## src/rtl/drift_meter_pkg.sv

```systemverilog
package drift_meter_pkg;

   // rising-edge pulses of the two channels, one system clock wide
   typedef struct packed {
      logic cmp;
      logic ref_e;
   } edge_pair_t;

   localparam int unsigned CH_REF = 0;
   localparam int unsigned CH_CMP = 1;
   localparam int unsigned N_CH   = 2;

endpackage

```

## src/rtl/dm_edge_sync.sv

```systemverilog
module dm_edge_sync #(
   parameter int STAGES = 2
) (
   input  logic clk_i,
   input  logic rst_ni,
   input  logic async_i,
   output logic rise_o
);

   if (STAGES < 2) begin : g_bad_stages
      $error("dm_edge_sync: STAGES must be at least 2");
   end

   logic [STAGES-1:0] chain_q;
   logic              last_q;

   always_ff @(posedge clk_i or negedge rst_ni) begin
      if (!rst_ni) begin
         chain_q <= '0;
         last_q  <= 1'b0;
      end else begin
         chain_q <= {chain_q[STAGES-2:0], async_i};
         last_q  <= chain_q[STAGES-1];
      end
   end

   assign rise_o = chain_q[STAGES-1] & ~last_q;


   rise_single_chk: assert property (@(posedge clk_i) disable iff (!rst_ni)
      rise_o |=> !rise_o);

endmodule

```

## src/rtl/dm_coincide.sv

```systemverilog
module dm_coincide
   import drift_meter_pkg::*;
#(
   parameter int WIN_W   = 8,
   parameter int BLANK_W = 12
) (
   input  logic               clk_i,
   input  logic               rst_ni,
   input  edge_pair_t         rise_i,
   input  logic [WIN_W-1:0]   win_cfg_i,
   input  logic [BLANK_W-1:0] blank_cfg_i,
   output logic               coin_o,
   output logic               coin_ref_o
);

   logic [WIN_W-1:0]   ref_tmr_q, cmp_tmr_q;
   logic [BLANK_W-1:0] blank_q;
   logic               ref_open, cmp_open, raw_hit;

   assign ref_open = (ref_tmr_q != '0);
   assign cmp_open = (cmp_tmr_q != '0);
   assign raw_hit  = (rise_i.ref_e & (rise_i.cmp | cmp_open)) |
                     (rise_i.cmp & ref_open);
   assign coin_o     = raw_hit & (blank_q == '0);
   assign coin_ref_o = coin_o & rise_i.ref_e;

   always_ff @(posedge clk_i or negedge rst_ni) begin
      if (!rst_ni) begin
         ref_tmr_q <= '0;
         cmp_tmr_q <= '0;
         blank_q   <= '0;
      end else if (coin_o) begin
         ref_tmr_q <= '0;
         cmp_tmr_q <= '0;
         blank_q   <= blank_cfg_i;
      end else begin
         if (rise_i.ref_e)  ref_tmr_q <= win_cfg_i;
         else if (ref_open) ref_tmr_q <= ref_tmr_q - 1'b1;
         if (rise_i.cmp)    cmp_tmr_q <= win_cfg_i;
         else if (cmp_open) cmp_tmr_q <= cmp_tmr_q - 1'b1;
         if (rise_i.ref_e && blank_q != '0) blank_q <= blank_q - 1'b1;
      end
   end


   pend_consumed_chk: assert property (@(posedge clk_i) disable iff (!rst_ni)
      coin_o |=> (ref_tmr_q == '0 && cmp_tmr_q == '0));


   blank_load_chk: assert property (@(posedge clk_i) disable iff (!rst_ni)
      coin_o |=> (blank_q == $past(blank_cfg_i)));

endmodule

```

## src/rtl/dm_interval.sv

```systemverilog
module dm_interval #(
   parameter int CNT_W   = 24,
   parameter int TIME_W  = 32,
   parameter bit TIME_EN = 1'b1
) (
   input  logic              clk_i,
   input  logic              rst_ni,
   input  logic              coin_i,
   input  logic              coin_ref_i,
   input  logic              ref_rise_i,
   output logic              valid_o,
   output logic [CNT_W-1:0]  periods_o,
   output logic              ovf_o,
   output logic [TIME_W-1:0] clocks_o
);

   localparam logic [CNT_W-1:0]  CNT_MAX  = {CNT_W{1'b1}};
   localparam logic [TIME_W-1:0] TIME_MAX = {TIME_W{1'b1}};

   logic             armed_q, sat_q;
   logic [CNT_W-1:0] cnt_q, cnt_final;
   logic             at_max, ovf_final;

   assign at_max    = (cnt_q == CNT_MAX);
   assign cnt_final = (coin_ref_i && !at_max) ? cnt_q + 1'b1 : cnt_q;
   assign ovf_final = sat_q | (coin_ref_i & at_max);

   always_ff @(posedge clk_i or negedge rst_ni) begin
      if (!rst_ni) begin
         armed_q   <= 1'b0;
         sat_q     <= 1'b0;
         cnt_q     <= '0;
         valid_o   <= 1'b0;
         periods_o <= '0;
         ovf_o     <= 1'b0;
      end else begin
         valid_o <= coin_i & armed_q;
         if (coin_i) begin
            armed_q <= 1'b1;
            cnt_q   <= '0;
            sat_q   <= 1'b0;
            if (armed_q) begin
               periods_o <= cnt_final;
               ovf_o     <= ovf_final;
            end
         end else if (ref_rise_i) begin
            if (at_max) sat_q <= 1'b1;
            else        cnt_q <= cnt_q + 1'b1;
         end
      end
   end

   if (TIME_EN) begin : g_time
      logic [TIME_W-1:0] tcnt_q;
      always_ff @(posedge clk_i or negedge rst_ni) begin
         if (!rst_ni) begin
            tcnt_q   <= '0;
            clocks_o <= '0;
         end else begin
            if (coin_i) tcnt_q <= {{(TIME_W-1){1'b0}}, 1'b1};
            else if (tcnt_q != TIME_MAX) tcnt_q <= tcnt_q + 1'b1;
            if (coin_i && armed_q) clocks_o <= tcnt_q;
         end
      end


      tcnt_step_chk: assert property (@(posedge clk_i) disable iff (!rst_ni)
         (!coin_i && tcnt_q != TIME_MAX) |=> (tcnt_q == $past(tcnt_q) + 1'b1));
   end else begin : g_no_time
      assign clocks_o = '0;
   end


   valid_pulse_chk: assert property (@(posedge clk_i) disable iff (!rst_ni)
      valid_o |=> !valid_o);


   arm_only_chk: assert property (@(posedge clk_i) disable iff (!rst_ni)
      (coin_i && !armed_q) |=> !valid_o);


   no_wrap_chk: assert property (@(posedge clk_i) disable iff (!rst_ni)
      (at_max && ref_rise_i && !coin_i) |=> (cnt_q == CNT_MAX && sat_q));

endmodule

```

## src/rtl/drift_meter.sv

```systemverilog
module drift_meter
   import drift_meter_pkg::*;
#(
   parameter int CNT_W       = 24,
   parameter int TIME_W      = 32,
   parameter int WIN_W       = 8,
   parameter int BLANK_W     = 12,
   parameter int SYNC_STAGES = 2,
   parameter bit TIME_EN     = 1'b1
) (
   input  logic               clk_i,
   input  logic               rst_ni,
   input  logic               pwm_ref_i,
   input  logic               pwm_cmp_i,
   input  logic [WIN_W-1:0]   win_cfg_i,
   input  logic [BLANK_W-1:0] blank_cfg_i,
   output logic               meas_valid_o,
   output logic [CNT_W-1:0]   meas_periods_o,
   output logic               meas_ovf_o,
   output logic [TIME_W-1:0]  meas_clocks_o
);

   if (CNT_W < 4 || TIME_W < 4 || WIN_W < 1 || BLANK_W < 1) begin : g_bad_width
      $error("drift_meter: width parameter out of range");
   end

   logic [N_CH-1:0] pwm_vec, rise_vec;
   edge_pair_t      rises;
   logic            coin, coin_ref;

   assign pwm_vec[CH_REF] = pwm_ref_i;
   assign pwm_vec[CH_CMP] = pwm_cmp_i;

   for (genvar ch = 0; ch < N_CH; ch++) begin : g_ch
      dm_edge_sync #(.STAGES(SYNC_STAGES)) u_sync (
         .clk_i   (clk_i),
         .rst_ni  (rst_ni),
         .async_i (pwm_vec[ch]),
         .rise_o  (rise_vec[ch])
      );
   end

   assign rises.ref_e = rise_vec[CH_REF];
   assign rises.cmp   = rise_vec[CH_CMP];

   dm_coincide #(.WIN_W(WIN_W), .BLANK_W(BLANK_W)) u_coin (
      .clk_i       (clk_i),
      .rst_ni      (rst_ni),
      .rise_i      (rises),
      .win_cfg_i   (win_cfg_i),
      .blank_cfg_i (blank_cfg_i),
      .coin_o      (coin),
      .coin_ref_o  (coin_ref)
   );

   dm_interval #(.CNT_W(CNT_W), .TIME_W(TIME_W), .TIME_EN(TIME_EN)) u_intv (
      .clk_i      (clk_i),
      .rst_ni     (rst_ni),
      .coin_i     (coin),
      .coin_ref_i (coin_ref),
      .ref_rise_i (rises.ref_e),
      .valid_o    (meas_valid_o),
      .periods_o  (meas_periods_o),
      .ovf_o      (meas_ovf_o),
      .clocks_o   (meas_clocks_o)
   );


   hold_between_chk: assert property (@(posedge clk_i) disable iff (!rst_ni)
      !meas_valid_o |-> ($stable(meas_periods_o) && $stable(meas_ovf_o)));

endmodule

```

## config.mk

```make
export PLATFORM = sky130hd
export DESIGN_NAME = drift_meter
export DESIGN_NICKNAME = d
export VERILOG_FILES = /design/src/rtl/drift_meter_pkg.sv /design/src/rtl/dm_edge_sync.sv /design/src/rtl/dm_coincide.sv /design/src/rtl/dm_interval.sv /design/src/rtl/drift_meter.sv
export SDC_FILE = /design/constraint.sdc
export NUM_CORES = 1
export LEC_CHECK = 0
export BUFFER_PORTS_ARGS = -buffer_cell sky130_fd_sc_hd__buf_2
export CELL_PAD_IN_SITES_DETAIL_PLACEMENT = 0
export CELL_PAD_IN_SITES_GLOBAL_PLACEMENT = 1
export CORE_MARGIN = 5
export CORE_UTILIZATION = 45
export CTS_CLUSTER_DIAMETER = 40
export DETAILED_ROUTE_END_ITERATION = 16
export GPL_TIMING_DRIVEN = 1
export PLACE_DENSITY_LB_ADDON = 0.25
export SETUP_SLACK_MARGIN = 0.4
export SLEW_MARGIN = 5
export SYNTH_ARGS = -nofsm -noshare
export SYNTH_HDL_FRONTEND = slang
export SYNTH_SLANG_ARGS = --single-unit
```

## constraint.sdc

```tcl
create_clock -name clk_i -period 3.5 [get_ports clk_i]
set_clock_uncertainty 0.1 [all_clocks]
set_input_delay 0.35 -clock clk_i [delete_from_list [all_inputs] [get_ports clk_i]]
set_output_delay 0.35 -clock clk_i [all_outputs]
set_load 0.02 [all_outputs]
```

==> impl_results.rst <==
.. list-table::
   :header-rows: 1

   * - Metric
     - Value
   * - Final net count
     - 951
   * - Via Count
     - 6,660
   * - Register bit total from synthesis
     - 150
   * - Switch Pwr
     - 1.50 mW
   * - Longest individual stage delay on the worst path
     - 0.67 ns
   * - Worst-Skew Late Latency
     - between 0.4 and 0.5 ns
   * - Largest net degree at the start of global routing
     - 89
   * - Startpoint of the worst hold path
     - blank_cfg_i[6]
   * - Cell taking the most area after synthesis
     - dfrtp_1
   * - Initial Utilization
     - between 40% and 50%
   * - Total Wirelength
     - 19,100 µm
   * - Part of the power in the clock network
     - a little over a third
   * - Worst reg2reg endpoint
     - u_coin.cmp_tmr_q[6]$_DFFE_PN0P_
   * - Count of routing violations after the opening detailed-route iteration
     - roughly 600
   * - Remaining design rule violation count
     - 0
   * - Overall fraction of global-route tracks in use
     - roughly a fifth
   * - Switch share
     - 30.2%
   * - Antenna cells
     - 0
   * - Number of library cell types mapped by synthesis
     - 66
   * - Post-Route Setup TNS
     - 0 ns
   * - Post-Synthesis Net Count
     - 869
   * - Total CTS buffers
     - 17
   * - Setup bufs post-CTS
     - 0
   * - Achievable frequency
     - about 360 MHz
   * - Post-layout minimum cycle time
     - 2.75 ns
   * - Mapped cell area
     - 7670 µm²
   * - Routability congestion estimate
     - between 0.8 and 0.9
   * - Most area-consuming cells after synthesis
     - dfrtp_1, nand2_1, a21oi_1
   * - Arrival time of the worst setup path
     - a little under 3 ns
   * - Register area share after synthesis
     - 48.9%
   * - Flop pwr share
     - 45.4%
   * - Full die area
     - between 15,000 and 20,000 µm²
   * - CTS Root Buffer Type
     - clkbuf_16
   * - Transition time at the pin with the least slew margin
     - 0.809 ns
   * - Post-detailed-route via-to-cell ratio
     - 5.78
   * - Highest net fanout along the worst path
     - 29
   * - Detailed-router iteration count before antenna repair
     - 5
   * - Slowest cell on the critical path
     - nor4_1
   * - Worst-path cell chain
     - nor4_1 > and2_1 > a2111o_1 > nand2_2 > buf_4 > a211oi_1
   * - Boundary Pins
     - 82
   * - Max Transition Viols Final
     - 0
   * - Global-route congestion overflow total
     - 0
   * - Critical path capture point type
     - flip-flop
   * - Cell area power density
     - 554 nW/µm²
   * - HPWL after detailed placement
     - 13,200 µm
   * - Die Wd
     - 141 µm
   * - Critical path launch point type
     - flip-flop
   * - Most used DFF post-synth
     - dfrtp_1
   * - Height of the die
     - 141 µm
   * - Category of the critical setup timing path
     - reg2reg
   * - Max VDD drop
     - 387 µV
   * - Static Leak
     - 4.03 nW
   * - Number of buffer and inverter instances along the worst setup path
     - 1
   * - Number of failing hold endpoints at the final stage
     - 0
   * - Number of violations of the max-capacitance limit
     - 0
   * - RSZ-0062 raised after global routing
     - no
   * - Endpoint of the worst hold-timing path
     - u_coin.blank_q[6]$_DFFE_PN0P_
   * - Cell row count
     - 47
   * - Hold Crit Depth
     - 2
   * - Core ar.
     - 16,600 µm²
   * - Fraction of layout instances using a drive strength above 1
     - around 16%
   * - Commonest cells after routing, fill and taps aside
     - nand2_1, dfrtp_1, buf_2
   * - Initial antenna violation count
     - 0
   * - Run status
     - finished clean
   * - Setup slack, reg-to-reg
     - 0.75 ns
   * - CTS max path bufs
     - 2
   * - Hold_ws
     - 0.0202 ns
   * - Average wire length per cell after detail routing
     - roughly 17 µm
   * - Share of the synthesized area in the top cell type
     - between 40% and 50%
   * - Synth-to-layout area growth
     - 16.7%
   * - Antenna-violating nets left
     - 0
   * - Most frequent standard cell in the layout excluding fill and tap cells
     - nand2_1
   * - Count of synthesis-stage warnings from yosys
     - 0
   * - Clock tree from TritonCTS
     - done
   * - Internal power consumption
     - about 3.5 mW
   * - Synth async-reset ratio
     - 100%
   * - Crit Reg-Reg Startpoint
     - u_coin.ref_tmr_q[4]$_DFFE_PN0P_
   * - Depth of the worst register-to-register path
     - 6
   * - Required @ worst endpoint
     - 3.72 ns
   * - Final cycle utilization of the critical path
     - 78.7%
   * - Relative slew slack
     - 46.1%
   * - Count of H-tree levels built during CTS
     - 4
   * - CTS clock-pin slew for the worst setup and hold paths
     - around 0.06 ns
   * - Min-delay worst type
     - in2reg
   * - Number of buffers added on ports
     - 81
   * - Number of global-route vias before repair
     - 6,502
   * - Number of flops mapped to enable cells by yosys
     - 0
   * - Wire length of the first global-routing pass
     - between 30,000 and 40,000 µm
   * - Avg Synthesized Cell Area
     - 9.15 µm²
   * - CTS sink cnt
     - 150
   * - Combinational fraction of design power
     - 18.2%
   * - Instance count of the mapped netlist
     - 839
   * - Count of endpoints failing setup in the final report
     - 0
   * - Cell family with the largest share of critical-path delay
     - simple AND/OR/NAND/NOR gates
synthesized netlist by cell type (all sizes together), types with 2 or more instances:
cell / instances
a21oi: 58
a211oi: 9
or3b: 2
nand4: 22
ha: 6
nand2b: 2
nor2b: 4
xnor2: 10
a31oi: 15
and3: 8
o211ai: 17
o311ai: 2
o21ai: 47
mux2i: 8
and2: 5
dfrtp: 150
nand2: 152
nor3: 18
or4: 36
or2: 2
nor4: 12
inv: 15
nor3b: 4
clkbuf: 25
buf: 17
a21o: 7
nor4b: 2
or3: 36
nor2: 48
and4: 9
o31ai: 21
nand3: 37
or4b: 2
o41ai: 3
o32ai: 2
xor2: 11
power by group through the flow:
stage | Sequential (mW) | Combinational, mW | Clock (mW)
floorplan | 2.20 | 0.688 | 0
detailed placement | 2.27 | 0.899 | 0
finish | 2.25 | 0.901 | 1.80
global route | 2.29 | 1.01 | 1.91
global placement | 2.25 | 0.866 | 0
CTS | 2.24 | 0.905 | 1.84
flip-flops by register name (all words and copies together) (netlist names):
register	flops
g_ch.u_sync.chain_q	4
g_ch.u_sync.last_q	2
u_coin.blank_q	12
u_coin.cmp_tmr_q	8
u_coin.ref_tmr_q	8
u_intv.armed_q	1
u_intv.clocks_o	32
u_intv.cnt_q	24
u_intv.g_time.tcnt_q	32
u_intv.ovf_o	1
u_intv.periods_o	24
u_intv.sat_q	1
u_intv.valid_o	1
metrics by stage:
step / total power [mW] / setup slack (ns) / instance area (µm²) / cells / utilization [%]
global placement: 3.12 / 0.714 / 8340 / 1119 / 50.1
CTS: 4.99 / 0.606 / 8940 / 1152 / 53.7
global route: 5.21 / 0.574 / 8950 / 1152 / 53.8
detailed placement: 3.17 / 0.630 / 8340 / 1119 / 50.1
finish: 4.96 / 0.747 / 8950 / 1152 / 53.8
floorplan: 2.89 / 1.06 / 7670 / 839 / -
worst reg2reg max path, delay by kind of cell, from the launching register on:
kind	cells	cell delay [ns]
and+or+nand+nor	3	1.25
AOI/OAI and AO/OA	2	0.55
DFF	1	0.42
buffers and inverters	1	0.32
kinds of logic (layout without fill, tap and decap cells):
family / after synthesis / in the layout / synth area share [%]
mux: 9 / 9 / 1.19
flops: 150 / 150 / 48.9
xor+xnor: 21 / 21 / 2.40
compound gates: 190 / 190 / 15.3
fa+ha+maj: 6 / 6 / 0.978
buf+inv: 58 / 151 / 3.49
simple gates: 405 / 405 / 27.7
worst max path at each step:
stage,from,to,cells after the start
4_1_cts,u_intv.cnt_q[0]$_DFFE_PN0P_,u_intv.periods_o[0]$_DFFE_PN0P_,7
5_1_grt,u_intv.cnt_q[0]$_DFFE_PN0P_,u_intv.periods_o[0]$_DFFE_PN0P_,7
6_report,u_coin.ref_tmr_q[4]$_DFFE_PN0P_,u_coin.cmp_tmr_q[6]$_DFFE_PN0P_,6
3_5_place_dp,u_intv.cnt_q[0]$_DFFE_PN0P_,u_intv.periods_o[0]$_DFFE_PN0P_,7
2_1_floorplan,u_intv.cnt_q[0]$_DFFE_PN0P_,u_intv.periods_o[20]$_DFFE_PN0P_,6
3_3_place_gp,u_intv.cnt_q[0]$_DFFE_PN0P_,u_intv.periods_o[0]$_DFFE_PN0P_,7
what timing repair did:
item                                    4_1_cts  5_1_grt
endpoints found under the setup margin        0        1
hold endpoints to repair                     87        0
hold buffers                                  3        0
gates resized for setup                       0        1
per-layer routing:
metal	vias up	part of all wire [%]	wire length (µm)	GRT usage, %
li1	3259	-	-	-
met1	3210	45	8520	26.1
met2	173	49	9410	33.1
met3	18	4.9	941	3.59
met4	0	1.2	235	5.86
met5	-	0	0	0
cell type report:
class	count	area, µm²
repair buffers	105	624
inverters	16	60.1
flip-flops and latches	150	3750
fillers	1554	7690
clock inverters	10	133
well taps	220	275
multi-input cells	631	3670
clock buffers	20	437
No activity file was read; power rests on OpenSTA's default activity.
